===== config.mk =====
export PLATFORM = sky130hd
export DESIGN_NAME = desc_loader
export DESIGN_NICKNAME = d
export VERILOG_FILES = /design/src/rtl/desc_pkg.sv /design/src/rtl/desc_sel_decode.sv /design/src/rtl/desc_byte_buf.sv /design/src/rtl/desc_classify.sv /design/src/rtl/desc_loader.sv
export SDC_FILE = /design/constraint.sdc
export NUM_CORES = 1
export LEC_CHECK = 0
export ABC_CLOCK_PERIOD_IN_PS = 2150
export BUFFER_PORTS_ARGS = -buffer_cell sky130_fd_sc_hd__buf_4
export CAP_MARGIN = 20
export CORE_ASPECT_RATIO = 1.1
export CORE_MARGIN = 2
export CORE_UTILIZATION = 40
export DETAILED_ROUTE_END_ITERATION = 7
export SYNTH_ARGS = -nofsm -noshare
export SYNTH_HDL_FRONTEND = slang
export SYNTH_HIERARCHICAL = 1
export SYNTH_SLANG_ARGS = --single-unit

===== constraint.sdc =====
create_clock -name clk_i -period 2.15 [get_ports clk_i]
set_input_delay 0.215 -clock clk_i [delete_from_list [all_inputs] [get_ports clk_i]]
set_output_delay 0.215 -clock clk_i [all_outputs]
set_load 0.03 [all_outputs]

===== src/rtl/desc_pkg.sv =====
package desc_pkg;
  localparam int DESC_BYTES = 8;
  localparam int SEG_LIM_W  = 20;

  typedef enum logic [1:0] {
    FLT_NONE   = 2'd0,
    FLT_LIMIT  = 2'd1,
    FLT_TYPE   = 2'd2,
    FLT_FORMAT = 2'd3
  } fault_e;

  typedef enum logic [1:0] {
    CLS_SEG  = 2'd0,
    CLS_LDT  = 2'd1,
    CLS_TSS  = 2'd2,
    CLS_GATE = 2'd3
  } class_e;

  typedef enum logic [1:0] {
    ST_IDLE  = 2'd0,
    ST_FETCH = 2'd1,
    ST_RESP  = 2'd2
  } state_e;
endpackage


===== src/rtl/desc_sel_decode.sv =====
module desc_sel_decode #(
  parameter int SEL_W  = 16,
  parameter int ADDR_W = 32
) (
  input  logic [SEL_W-1:0]  sel_i,
  input  logic [ADDR_W-1:0] gdt_base_i,
  input  logic [SEL_W-1:0]  gdt_limit_i,
  input  logic [ADDR_W-1:0] ldt_base_i,
  input  logic [SEL_W-1:0]  ldt_limit_i,
  output logic              is_null_o,
  output logic              over_limit_o,
  output logic [ADDR_W-1:0] addr_o
);
  localparam int IDX_W = SEL_W - 3;

  logic [IDX_W-1:0]  idx;
  logic              use_ldt;
  logic [SEL_W-1:0]  first_off, last_off, tbl_lim;
  logic [ADDR_W-1:0] tbl_base;

  assign idx       = sel_i[SEL_W-1:3];
  assign use_ldt   = sel_i[2];
  assign first_off = {idx, 3'b000};
  assign last_off  = {idx, 3'b111};
  assign tbl_base  = use_ldt ? ldt_base_i  : gdt_base_i;
  assign tbl_lim   = use_ldt ? ldt_limit_i : gdt_limit_i;

  assign is_null_o    = (idx == '0) && !use_ldt;
  assign over_limit_o = last_off > tbl_lim;
  assign addr_o       = tbl_base + ADDR_W'(first_off);
endmodule


===== src/rtl/desc_byte_buf.sv =====
module desc_byte_buf
  import desc_pkg::*;
#(
  parameter int CNT_W = $clog2(DESC_BYTES)
) (
  input  logic                    clk_i,
  input  logic                    rst_ni,
  input  logic                    wr_i,
  input  logic [CNT_W-1:0]        pos_i,
  input  logic [7:0]              data_i,
  output logic [DESC_BYTES*8-1:0] raw_o
);
  // last byte is passed through live so the cache can load on its arrival
  for (genvar g = 0; g < DESC_BYTES - 1; g++) begin : g_byte
    logic [7:0] byte_q;
    always_ff @(posedge clk_i or negedge rst_ni) begin
      if (!rst_ni)                            byte_q <= '0;
      else if (wr_i && pos_i == CNT_W'(g))    byte_q <= data_i;
    end
    assign raw_o[8*g +: 8] = byte_q;
  end
  assign raw_o[8*(DESC_BYTES-1) +: 8] = data_i;
endmodule


===== src/rtl/desc_classify.sv =====
module desc_classify
  import desc_pkg::*;
(
  input  logic [DESC_BYTES*8-1:0] raw_i,
  input  logic                    tgt_data_i,
  output logic [31:0]             base_o,
  output logic [SEG_LIM_W-1:0]    limit_o,
  output logic [7:0]              access_o,
  output logic                    gran_o,
  output logic                    dsize_o,
  output class_e                  cls_o,
  output fault_e                  fault_o
);
  logic [7:0] b [DESC_BYTES];
  logic       is_sys, reserved;
  logic [3:0] typ;

  for (genvar g = 0; g < DESC_BYTES; g++) begin : g_split
    assign b[g] = raw_i[8*g +: 8];
  end

  assign base_o   = {b[7], b[4], b[3], b[2]};
  assign limit_o  = {b[6][3:0], b[1], b[0]};
  assign access_o = b[5];
  assign gran_o   = b[6][7];
  assign dsize_o  = b[6][6];
  assign is_sys   = !b[5][4];
  assign typ      = b[5][3:0];

  always_comb begin
    reserved = 1'b0;
    unique case (typ)
      4'd0, 4'd8, 4'd10, 4'd13: reserved = 1'b1;
      default:                  reserved = 1'b0;
    endcase
  end

  always_comb begin
    if (!is_sys) begin
      cls_o = CLS_SEG;
    end else begin
      unique case (typ)
        4'd2:                     cls_o = CLS_LDT;
        4'd1, 4'd3, 4'd9, 4'd11:  cls_o = CLS_TSS;
        default:                  cls_o = CLS_GATE;
      endcase
    end
  end

  always_comb begin
    if (is_sys && (tgt_data_i || reserved)) fault_o = FLT_TYPE;
    else if (b[6][5:4] != 2'b00)            fault_o = FLT_FORMAT;
    else                                    fault_o = FLT_NONE;
  end
endmodule


===== src/rtl/desc_loader.sv =====
module desc_loader
  import desc_pkg::*;
#(
  parameter int SEL_W  = 16,
  parameter int ADDR_W = 32
) (
  input  logic                 clk_i,
  input  logic                 rst_ni,
  input  logic                 load_req_i,
  input  logic [SEL_W-1:0]     selector_i,
  input  logic                 tgt_data_i,
  output logic                 load_rdy_o,
  input  logic [ADDR_W-1:0]    gdt_base_i,
  input  logic [SEL_W-1:0]     gdt_limit_i,
  input  logic [ADDR_W-1:0]    ldt_base_i,
  input  logic [SEL_W-1:0]     ldt_limit_i,
  output logic                 mem_req_o,
  output logic [ADDR_W-1:0]    mem_addr_o,
  input  logic                 mem_valid_i,
  input  logic [7:0]           mem_data_i,
  output logic                 done_o,
  output logic                 fault_o,
  output logic [1:0]           fault_code_o,
  output logic [31:0]          cache_base_o,
  output logic [SEG_LIM_W-1:0] cache_limit_o,
  output logic [7:0]           cache_access_o,
  output logic                 cache_present_o,
  output logic                 cache_gran_o,
  output logic                 cache_dsize_o,
  output logic [1:0]           cache_class_o,
  output logic [SEL_W-1:0]     cache_sel_o
);
  localparam int CNT_W = $clog2(DESC_BYTES);

  state_e              state_q;
  logic [SEL_W-1:0]    sel_q;
  logic                tgt_q;
  logic [ADDR_W-1:0]   addr_q;
  logic [CNT_W-1:0]    cnt_q;
  logic                ok_q;
  fault_e              code_q;

  logic [31:0]          c_base_q;
  logic [SEG_LIM_W-1:0] c_limit_q;
  logic [7:0]           c_access_q;
  logic                 c_gran_q, c_dsize_q;
  class_e               c_class_q;
  logic [SEL_W-1:0]     c_sel_q;

  logic                 dec_null, dec_over;
  logic [ADDR_W-1:0]    dec_addr;
  logic                 accept, take, last;
  logic [DESC_BYTES*8-1:0] raw;
  logic [31:0]          f_base;
  logic [SEG_LIM_W-1:0] f_limit;
  logic [7:0]           f_access;
  logic                 f_gran, f_dsize;
  class_e               f_cls;
  fault_e               f_fault;

  desc_sel_decode #(.SEL_W(SEL_W), .ADDR_W(ADDR_W)) u_dec (
    .sel_i       (selector_i),
    .gdt_base_i  (gdt_base_i),
    .gdt_limit_i (gdt_limit_i),
    .ldt_base_i  (ldt_base_i),
    .ldt_limit_i (ldt_limit_i),
    .is_null_o   (dec_null),
    .over_limit_o(dec_over),
    .addr_o      (dec_addr)
  );

  desc_byte_buf #(.CNT_W(CNT_W)) u_buf (
    .clk_i (clk_i),
    .rst_ni(rst_ni),
    .wr_i  (take),
    .pos_i (cnt_q),
    .data_i(mem_data_i),
    .raw_o (raw)
  );

  desc_classify u_cls (
    .raw_i     (raw),
    .tgt_data_i(tgt_q),
    .base_o    (f_base),
    .limit_o   (f_limit),
    .access_o  (f_access),
    .gran_o    (f_gran),
    .dsize_o   (f_dsize),
    .cls_o     (f_cls),
    .fault_o   (f_fault)
  );

  assign accept = load_req_i && (state_q == ST_IDLE);
  assign take   = (state_q == ST_FETCH) && mem_valid_i;
  assign last   = take && (cnt_q == CNT_W'(DESC_BYTES - 1));

  always_ff @(posedge clk_i or negedge rst_ni) begin
    if (!rst_ni) begin
      state_q <= ST_IDLE;
      sel_q   <= '0;
      tgt_q   <= 1'b0;
      addr_q  <= '0;
      cnt_q   <= '0;
      ok_q    <= 1'b0;
      code_q  <= FLT_NONE;
    end else begin
      unique case (state_q)
        ST_IDLE: if (accept) begin
          sel_q <= selector_i;
          tgt_q <= tgt_data_i;
          if (dec_null) begin
            ok_q    <= 1'b1;
            code_q  <= FLT_NONE;
            state_q <= ST_RESP;
          end else if (dec_over) begin
            ok_q    <= 1'b0;
            code_q  <= FLT_LIMIT;
            state_q <= ST_RESP;
          end else begin
            addr_q  <= dec_addr;
            cnt_q   <= '0;
            state_q <= ST_FETCH;
          end
        end
        ST_FETCH: if (take) begin
          if (last) begin
            ok_q    <= (f_fault == FLT_NONE);
            code_q  <= f_fault;
            state_q <= ST_RESP;
          end else begin
            cnt_q <= cnt_q + 1'b1;
          end
        end
        default: state_q <= ST_IDLE;
      endcase
    end
  end

  // cache is written in one step: null entry on accept, full entry on last byte
  always_ff @(posedge clk_i or negedge rst_ni) begin
    if (!rst_ni) begin
      c_base_q   <= '0;
      c_limit_q  <= '0;
      c_access_q <= '0;
      c_gran_q   <= 1'b0;
      c_dsize_q  <= 1'b0;
      c_class_q  <= CLS_SEG;
      c_sel_q    <= '0;
    end else if (accept && dec_null) begin
      c_base_q   <= '0;
      c_limit_q  <= '0;
      c_access_q <= '0;
      c_gran_q   <= 1'b0;
      c_dsize_q  <= 1'b0;
      c_class_q  <= CLS_SEG;
      c_sel_q    <= selector_i;
    end else if (last && f_fault == FLT_NONE) begin
      c_base_q   <= f_base;
      c_limit_q  <= f_limit;
      c_access_q <= f_access;
      c_gran_q   <= f_gran;
      c_dsize_q  <= f_dsize;
      c_class_q  <= f_cls;
      c_sel_q    <= sel_q;
    end
  end

  assign load_rdy_o      = (state_q == ST_IDLE);
  assign mem_req_o       = (state_q == ST_FETCH);
  assign mem_addr_o      = addr_q + ADDR_W'(cnt_q);
  assign done_o          = (state_q == ST_RESP) && ok_q;
  assign fault_o         = (state_q == ST_RESP) && !ok_q;
  assign fault_code_o    = fault_o ? code_q : FLT_NONE;
  assign cache_base_o    = c_base_q;
  assign cache_limit_o   = c_limit_q;
  assign cache_access_o  = c_access_q;
  assign cache_present_o = c_access_q[7];
  assign cache_gran_o    = c_gran_q;
  assign cache_dsize_o   = c_dsize_q;
  assign cache_class_o   = c_class_q;
  assign cache_sel_o     = c_sel_q;
endmodule


==> flow_summary.json, run 1 <==
{
  "worstPathRequired_ns": 1.93,
  "routed_via_density": 5.21,
  "ir_drop_v": 0.000602,
  "drv_cap": 0,
  "setup_tns_ns": -24.39,
  "synthTopCellsByArea": "dfrtp_1, mux2_2, a22o_1",
  "cpMaxStageDelayCell": "dfrtp_1",
  "post-route-util_pct": 59.2,
  "drt_iter0_drc": 433,
  "cp-end-kind": "output port",
  "yosys_warnings": 6,
  "synth_edf_count": 0,
  "setup-violations-final": 143,
  "design.core.area_mm2": 0.0260,
  "drt-wirelength-per-cell_um": 19.7,
  "leakage_nw": 7.30,
  "worstPathArrival_ns": 2.29,
  "max_freq_mhz": 399,
  "fin_hold_ws_ns": 0.0239,
  "rsz0062_at_grt": "true",
  "cts.sinks": 193,
  "cts_made_buffers": 17,
  "gp_congestion": 0.823,
  "cts_buffer_depth": 2,
  "grt_overflow": 0,
  "via_count": 8249,
  "synth.net_count": 1066,
  "grt_pass1_wl_um": 46700,
  "n_antenna_cell": 0,
  "synthDistinctLibCells": 60,
  "worst_slew_margin_rel_pct": 64.3,
  "drc": 0,
  "cp_num_buf_inv": 2,
  "nNetsFinal": 1377,
  "syn_area_per_cell_um2": 11.6,
  "cts_tree": "yes",
  "critPathMaxFanout": 12,
  "clock_latency_ns": 0.43,
  "io_pins": 244,
  "violations": "setup timing",
  "yosysSeqAreaShare_pct": 45.9,
  "port_buffers": 243,
  "final-hold-violation-count": 0,
  "synth_most_common_cell": "dfrtp_1",
  "hpwl_um": 20900,
  "worstSetupPathType": "reg -> out",
  "crit_family": "adder cells",
  "start_util_pct": 40.5,
  "fin_worst_skew_ns": 0.0149,
  "netlist_area_mm2": 0.0105,
  "die_w_um": 159,
  "clockRootBuffer": "clkbuf_16",
  "cts_max_level": 4,
  "cts.clk_slew.worst_paths_ns": 0.07,
  "syn_inst": 908,
  "antenna_found_initial": 0,
  "ant_nets": 0,
  "power_density_mw_per_mm2": 1110,
  "synthTopCellsByCount": "dfrtp_1, mux2_2, buf_4",
  "fin_crit_sh_pct": 116,
  "routed_wl_um": 31200,
  "async_flop_share_pct": 100,
  "die_h_um": 174,
  "synth_ff_type": "dfrtp_1",
  "path_cells": "ha_2 > fa_2 > a21oi_2 > nor3b_2 > buf_12 > nand4_1 > xnor2_4 > buf_6",
  "postSynthRegisterBits": 193,
  "die_area_mm2": 0.0276,
  "synth_top_cell_area_share_pct": 45.9,
  "grt_start_max_net_pins": 66,
  "dpl_worst_slack_ns": -0.743,
  "drive_above_1_share_pct": 55.3,
  "period_minus_slack_ns": 2.50,
  "area_delta_synth_final_pct": 46.2,
  "crit_path_max_incr_delay_ns": 0.41,
  "worst_pin_slew_ns": 0.536,
  "crit_path_start_kind": "flip-flop",
  "drv_slew": 0,
  "grt_usage_pct": 21.7,
  "layout_setup_ws_ns": -0.353,
  "drt_pass1_iterations": 4,
  "outcome": "finished, violations left",
  "synth_top_area_cell": "dfrtp_1",
  "num_rows": 62,
  "min_path_type": "in -> reg",
  "first_global_vias": 8430
}
==> path summary, 6_finish.rpt <==
check / end / slack [ns] / depth (start not counted) / from
setup reg to reg: cache_base_o[5] / -0.19 / 10 / u_buf/g_byte[5].byte_q[1]
setup / recovery: mem_addr_o[28] / -0.35 / 8 / addr_q[0]
hold reg to reg: cache_base_o[10] / 0.50 / 1 / u_buf/g_byte[3].byte_q[2]
min in group asynchronous: u_buf/g_byte[0].byte_q[6] / 0.33 / 2 / rst_ni
hold / removal: tgt_q / 0.02 / 2 / tgt_data_i
max in group asynchronous: cnt_q[1] / 1.10 / 3 / rst_ni
==> worst register-to-register path, cell delays in order, from the launching register on <==
cell and delay (ns):
dfrtp_1 0.38, nor2b_4 0.13, or4_4 0.43, o221a_4 0.15, buf_6 0.12, nor4b_4 0.25
buf_4 0.18, a21oi_4 0.06, clkbuf_16 0.18, clkbuf_16 0.16, a22o_1 0.19
==> cell type report <==
cell class,instances,area (µm²)
timing repair buffer,406,3700
clock buffer,18,439
clock inverter,13,144
fill,2130,10600
sequential,193,4830
inverter,22,82.6
multi-input combinational,579,5750
tap,352,440
==> power breakdown <==
| part | internal [W] | switching [W] | total [W] | leakage, nW |
|---|---|---|---|---|
| Sequential | 0.00495 | 0.00108 | 0.00603 | 2.42 |
| Clock | 0.00167 | 0.00152 | 0.00319 | 0.282 |
| Combinational | 0.00398 | 0.00391 | 0.00789 | 4.60 |
==> placed cells by master (no fill, tap or decap), types with 6 or more instances in the layout <==
master     count
nor4b_4        7
nand4_1       17
inv_1         22
o21ai_1        6
buf_6         33
a21o_1         7
o22ai_2        7
nand3_1       16
a32o_1         7
mux2_4        11
nor2b_1        9
a21oi_2       18
mux2_2       113
o21ai_0        9
mux2i_1       20
buf_4        334
buf_8          8
xnor2_2       11
o22ai_4        7
clkbuf_16     25
nor2_1        13
xnor2_1       22
and3_1         8
ha_4           9
ha_1          20
xor2_1        17
a21oi_1       23
nand2_1       34
buf_16         7
a22o_1        66
buf_12        14
dfrtp_1      191
==> repair_timing <==
action | CTS | global route
setup buffers | 13 | 16
gates cloned | 7 | 12
hold buffers | 1 | 0
gates resized for setup | 105 | 84
pin swaps | 18 | 41
endpoints found under the setup margin | 86 | 149
hold endpoints to repair | 60 | 0
==> metrics by stage <==
step           std cells  cell area [µm²]  power (W)
2_1_floorplan        908            10800     0.0108
3_3_place_gp        1506            13300     0.0127
3_5_place_dp        1506            13300     0.0128
4_1_cts             1558            14700     0.0168
5_1_grt             1583            15400     0.0181
6_report            1583            15400     0.0171
==> flip-flops by register name, indices dropped and copies added, names as in the netlist, 2 cells and up <==
register	count
state_q	2
sel_q	16
cache_sel_o	16
cache_limit_o	20
cache_access_o	8
cnt_q	3
cache_class_o	2
code_q	2
cache_base_o	32
u_buf/g_byte.byte_q	56
addr_q	32
==> cell families after synthesis <==
kind of cell | after synthesis | synth area share (%)
AO/OA/AOI/OAI | 178 | 12.7
XOR/XNOR | 57 | 4.74
AND/OR/NAND/NOR | 165 | 9.41
flip-flops | 193 | 45.9
adder cells (fa/ha/maj) | 33 | 4.07
multiplexers | 146 | 15.4
buffers and inverters | 136 | 7.87
==> layer usage <==
metal / up-vias / track usage (%) / part of all wire, %
met5: - / 0 / 0
met4: 0 / 5.11 / 1.1
met3: 27 / 4.16 / 5.5
met2: 217 / 37.0 / 51
met1: 4132 / 28.5 / 42
li1: 3873 / - / -
Power figures use the tool's default switching activity.
==> run 2: changes to the inputs <==
--- a/config.mk
+++ b/config.mk
@@ -12,6 +12,8 @@
 export CORE_MARGIN = 2
 export CORE_UTILIZATION = 40
 export DETAILED_ROUTE_END_ITERATION = 7
+export GPL_ROUTABILITY_DRIVEN = 0
+export HOLD_SLACK_MARGIN = 0.05
 export SYNTH_ARGS = -nofsm -noshare
 export SYNTH_HDL_FRONTEND = slang
 export SYNTH_HIERARCHICAL = 1
==> run 2 against run 1 <==
Against the previous run: the flow still finishes with violations (setup timing); critical path depth unchanged; worst hold slack better by 0.098 ns; sequential cell count unchanged; count of clock-buffer cells in the layout unchanged; maximum frequency about the same; non-clock buffer count up 3; global-route usage about the same; routed wire length down 0.18%; die area unchanged; clock skew up 0.0029 ns; final area up 0.14%; largest cell class unchanged; largest power group unchanged.
==> flow_summary.json, run 2 (synthesis gave the netlist of run 1 again) <==
{
  "cts_buffer_depth": 2,
  "drt_pass1_iterations": 4,
  "fin_worst_skew_ns": 0.0178,
  "worstPathArrival_ns": 2.29,
  "worstPathRequired_ns": 1.93,
  "start_util_pct": 40.5,
  "clockRootBuffer": "clkbuf_16",
  "hpwl_um": 20900,
  "min_path_type": "in -> reg",
  "cts_max_level": 4,
  "worst_pin_slew_ns": 0.535,
  "reg2reg_slack_ns": -0.19,
  "cts.clk_slew.worst_paths_ns": 0.07,
  "die_w_um": 159,
  "die_area_mm2": 0.0276,
  "final_common_cell": "buf_4",
  "area_delta_synth_final_pct": 46.4,
  "worstReg2RegEnd": "cache_base_o[5]",
  "final_cell_mix": "buf_4, dfrtp_1, mux2_2",
  "die_h_um": 174,
  "grt_overflow": 0,
  "hold_start": "mem_data_i[6]",
  "crit_path_start_kind": "flip-flop",
  "grt_usage_pct": 21.7,
  "max_freq_mhz": 400,
  "outcome": "finished, violations left",
  "rsz0062_at_grt": "true",
  "placed_area_mm2": 0.0133,
  "ant_nets": 0,
  "num_rows": 62,
  "worst_slew_margin_rel_pct": 64.3,
  "r2r_start": "u_buf/g_byte[5].byte_q[1]",
  "reg2reg_depth": 10,
  "period_minus_slack_ns": 2.50,
  "min_path_cells": 2,
  "cp-end-kind": "output port",
  "path_cells": "ha_2 > fa_2 > a21oi_2 > nor3b_2 > buf_12 > nand4_1 > xnor2_4 > buf_6",
  "drc": 0,
  "leakage_nw": 7.31,
  "first_global_vias": 8446,
  "final-hold-violation-count": 0,
  "design.core.area_mm2": 0.0260,
  "crit_path_max_incr_delay_ns": 0.41,
  "nNetsFinal": 1380,
  "post-route-util_pct": 59.3,
  "worstSetupPathType": "reg -> out",
  "routed_via_density": 5.22,
  "io_pins": 244,
  "power_density_mw_per_mm2": 1110,
  "antenna_found_initial": 0,
  "layout_setup_ws_ns": -0.351,
  "cpMaxStageDelayCell": "dfrtp_1",
  "violations": "setup timing",
  "fin_crit_sh_pct": 116,
  "routed_wl_um": 31100,
  "via_count": 8284,
  "port_buffers": 243,
  "top_register": "u_buf/g_byte.byte_q",
  "holdPathEnd": "cache_base_o[30]",
  "ir_drop_v": 0.000599,
  "critPathMaxFanout": 12,
  "setup-violations-final": 143,
  "fin_area_mm2": 0.0154,
  "drt-wirelength-per-cell_um": 19.6,
  "cts_tree": "yes",
  "clock_latency_ns": 0.43,
  "grt_pass1_wl_um": 46800,
  "drv_slew": 0,
  "cts_made_buffers": 17,
  "drv_cap": 0,
  "largest_reg_flops": 56,
  "drive_above_1_share_pct": 55.3,
  "cts.sinks": 193,
  "n_antenna_cell": 0,
  "grt_start_max_net_pins": 66,
  "drt_iter0_drc": 450
}
==> run 2: layer usage <==
metal,wire length (µm),vias to the layer above,global-route usage [%],part of all wire (%)
met2,15800,219,36.9,51
met4,386,0,5.29,1.2
met5,0,-,0,0
li1,-,3883,-,-
met1,13200,4150,28.4,43
met3,1670,32,4.26,5.4
==> run 2: stage by stage <==
step / hold slack [ns] / TNS, ns / total power [W] / setup slack, ns / cells
floorplan: -0.0806 / -24.21 / 0.0108 / -0.671 / 908
global placement: 0.249 / -27.55 / 0.0127 / -0.732 / 1506
CTS: 0.118 / -14.36 / 0.0168 / -0.379 / 1561
detailed placement: 0.248 / -27.96 / 0.0128 / -0.743 / 1506
finish: 0.121 / -24.62 / 0.0171 / -0.351 / 1586
global route: 0.119 / -34.97 / 0.0181 / -0.449 / 1586
==> run 2: report_power, final <==
part           switching (W)  internal [W]
registers            0.00107       0.00495
logic                0.00390       0.00399
clock network        0.00152       0.00167
total                0.00649        0.0106
==> run 2: worst max-delay path, delay by kind of cell (launching register included) <==
| kind | cells | cell delay, ns |
|---|---|---|
| compound gates | 1 | 0.20 |
| buf+inv | 2 | 0.30 |
| simple gates | 2 | 0.26 |
| flops | 1 | 0.41 |
| xor+xnor | 1 | 0.14 |
| fa+ha+maj | 2 | 0.57 |
==> run 2: worst max-delay path by stage <==
stage                              from              to  slack, ns  depth (start not counted)
final                         addr_q[0]  mem_addr_o[28]      -0.35                          8
after global routing          addr_q[0]  mem_addr_o[28]      -0.45                          8
after CTS                     addr_q[0]  mem_addr_o[28]      -0.38                          8
after floorplan           selector_i[2]      addr_q[13]      -0.67                         16
after global placement    selector_i[2]       code_q[0]      -0.73                         11
after detailed placement  selector_i[2]      addr_q[21]      -0.74                         12
==> run 2: cell type report <==
type                            count  area [µm²]
Inverter                           22        82.6
Timing Repair Buffer              409        3730
Multi-Input combinational cell    579        5740
Clock inverter                     13         144
Sequential cell                   193        4830
Fill cell                        2132       10600
Clock buffer                       18         439
Tap cell                          352         440
==> run 2: timing repair <==
| item | CTS | global route |
|---|---|---|
| pin swaps | 18 | 47 |
| endpoints found under the hold margin | 63 | 0 |
| buffers inserted | 13 | 16 |
| cloned | 7 | 12 |
| resized for setup | 105 | 83 |
| hold buffers | 4 | 0 |
| setup endpoints to repair | 86 | 149 |
==> run 3: changes to the inputs <==
--- a/config.mk
+++ b/config.mk
@@ -6,7 +6,7 @@
 export NUM_CORES = 1
 export LEC_CHECK = 0
 export ABC_CLOCK_PERIOD_IN_PS = 2150
-export BUFFER_PORTS_ARGS = -buffer_cell sky130_fd_sc_hd__buf_4
+export BUFFER_PORTS_ARGS = -buffer_cell sky130_fd_sc_hd__buf_2
 export CAP_MARGIN = 20
 export CORE_ASPECT_RATIO = 1.1
 export CORE_MARGIN = 2
==> run 3 against run 2 <==
Against the previous run: the flow still finishes with violations (setup timing); final cell count decreased by 0.25%; power increased by 0.42%; final area decreased by 3.0%; critical path depth increased by 1; via count increased by 0.30%; worst hold slack improved by 0.033 ns; largest power group unchanged.
==> flow_summary.json, run 3 (synthesis gave the netlist of run 1 again) <==
{
  "swShare_pct": 38.4,
  "routed_via_density": 5.25,
  "pwr-share-clk_pct": 19.5,
  "clockRootBuffer": "clkbuf_16",
  "drt-wirelength-per-cell_um": 19.1,
  "first_global_vias": 8408,
  "crit_path_start_kind": "flip-flop",
  "cp-end-kind": "output port",
  "max_freq_mhz": 393,
  "drv_cap": 0,
  "switchingPower_w": 0.00660,
  "via_count": 8309,
  "drv_slew": 0,
  "nNetsFinal": 1375,
  "cts_made_buffers": 17,
  "die_area_mm2": 0.0276,
  "die_w_um": 159,
  "start_util_pct": 40.5,
  "globalRouteMet1Util_pct": 28.0,
  "critPathMaxFanout": 6,
  "outcome": "finished, violations left",
  "top_usage_layer": "met2",
  "die_h_um": 174,
  "leakage_nw": 7.12,
  "n_fill_cell": 2216,
  "grt_overflow": 0,
  "reg2reg_slack_ns": -0.21,
  "cts.clk_slew.worst_paths_ns": 0.08,
  "drive_above_1_share_pct": 55.0,
  "violations": "setup timing",
  "worst_slew_margin_rel_pct": 60.8,
  "post-route-util_pct": 57.5,
  "grt_use_met2_pct": 38.7,
  "port_buffers": 243,
  "n_antenna_cell": 0,
  "fin_crit_sh_pct": 118,
  "largest_reg_flops": 56,
  "worstPathArrival_ns": 2.33,
  "cts_max_level": 4,
  "seqPwrFrac_pct": 34.9,
  "rsz0062_at_grt": "true",
  "worstPathRequired_ns": 1.93,
  "final-hold-violation-count": 0,
  "min_path_type": "in -> reg",
  "total_power_w": 0.0172,
  "worstSetupPathType": "reg -> out",
  "power_density_mw_per_mm2": 1150,
  "clock_latency_ns": 0.43,
  "ir_drop_v": 0.000691,
  "num_rows": 62,
  "final_cell_mix": "buf_2, dfrtp_1, mux2_2, buf_4, a22o_1",
  "drt_pass1_iterations": 4,
  "ant_nets": 0,
  "period_minus_slack_ns": 2.55,
  "design.core.area_mm2": 0.0260,
  "fin_worst_skew_ns": 0.0153,
  "critPathMostFrequentCell": "buf_6",
  "worst_pin_slew_ns": 0.585,
  "top_register": "u_buf/g_byte.byte_q",
  "crit_path_max_incr_delay_ns": 0.41,
  "p_comb_share_pct": 45.6,
  "area_delta_synth_final_pct": 41.9,
  "cts_buffer_depth": 2,
  "grt_usage_pct": 22.0,
  "cts.sinks": 193,
  "final_common_cell": "buf_2",
  "io_pins": 244,
  "path_cells": "ha_2 > fa_2 > a21oi_4 > nor3b_4 > buf_4 > buf_6 > nand4_1 > xnor2_2 > buf_6",
  "drt_iter0_drc": 361,
  "cts_tree": "yes",
  "cpMaxStageDelayCell": "dfrtp_1",
  "setup-violations-final": 149,
  "antenna_found_initial": 1,
  "globalRouteMet3Util_pct": 4.26,
  "routed_wl_um": 30300,
  "hpwl_um": 20800,
  "grt_pass1_wl_um": 46900,
  "p_int_w": 0.0106,
  "layout_setup_ws_ns": -0.398,
  "drc": 0,
  "grt_start_max_net_pins": 47
}
[run 3: cell count changes in the layout (fill, tap and decap cells not counted), moves of 4 or more]
| cell | delta |
|---|---|
| buf_12 | +5 |
| clkbuf_16 | -8 |
| buf_4 | -216 |
| o22ai_2 | -6 |
| inv_6 | -4 |
| buf_16 | +4 |
| mux2_4 | -5 |
| mux2_2 | +5 |
| o22ai_4 | +6 |
| buf_2 | +211 |
[run 3: power by group through the flow]
stage | Sequential (W) | Clock (W) | Combinational [W]
global route | 0.00619 | 0.00359 | 0.00837
finish | 0.00600 | 0.00336 | 0.00784
CTS | 0.00592 | 0.00343 | 0.00744
detailed placement | 0.00591 | 0 | 0.00649
floorplan | 0.00639 | 0 | 0.00437
global placement | 0.00587 | 0 | 0.00639
[run 3: what timing repair did]
item,CTS,global route
endpoints found under the hold margin,41,0
pin swaps,36,36
buffers inserted,26,10
cloned,15,0
setup endpoints to repair,124,150
hold buffers,4,0
resized for setup,159,66
[run 3: cell type report]
cell class                      instances  area [µm²]  area share [%]
Clock inverter                         14         194            1.30
Inverter                               22        82.6           0.553
Sequential cell                       193        4830            32.3
Multi-Input combinational cell        579        5810            38.9
Clock buffer                           18         429            2.87
Tap cell                              352         440            2.95
Timing Repair Buffer                  404        3150            21.1
[run 3: per-layer routing]
metal  routed length, µm  part of all wire (%)
met5                  13                 0.043
met1               12600                    42
met3                1570                   5.2
met4                 347                   1.1
met2               15700                    52
[run 3: metrics by stage]
stage | instance area, µm² | worst slack [ns] | TNS [ns] | cells | hold WS [ns]
6_report | 14900 | -0.398 | -23.73 | 1582 | 0.154
5_1_grt | 14900 | -0.507 | -36.19 | 1582 | 0.145
4_1_cts | 14600 | -0.457 | -21.13 | 1578 | 0.139
3_5_place_dp | 12700 | -0.866 | -33.15 | 1504 | 0.172
3_3_place_gp | 12700 | -0.777 | -31.01 | 1504 | 0.171
2_1_floorplan | 10800 | -0.671 | -24.21 | 908 | -0.0806
[run 3: critical path, delay by kind of cell, from the launching register on]
family	cells	cell delay, ns
adder cells (fa/ha/maj)	2	0.57
buffers and inverters	3	0.42
flip-flops	1	0.41
AO/OA/AOI/OAI	1	0.21
AND/OR/NAND/NOR	2	0.17
XOR/XNOR	1	0.13
[run 3: worst paths after layout]
kind,from,to,cells past startpoint
max,cnt_q[0],mem_addr_o[12],9
min,gdt_base_i[0],addr_q[0],3
min reg2reg,u_buf/g_byte[3].byte_q[4],cache_base_o[12],1
min in group asynchronous,rst_ni,cache_limit_o[13],2
max reg2reg,u_buf/g_byte[5].byte_q[1],cache_sel_o[14],8
max in group asynchronous,rst_ni,cnt_q[1],3
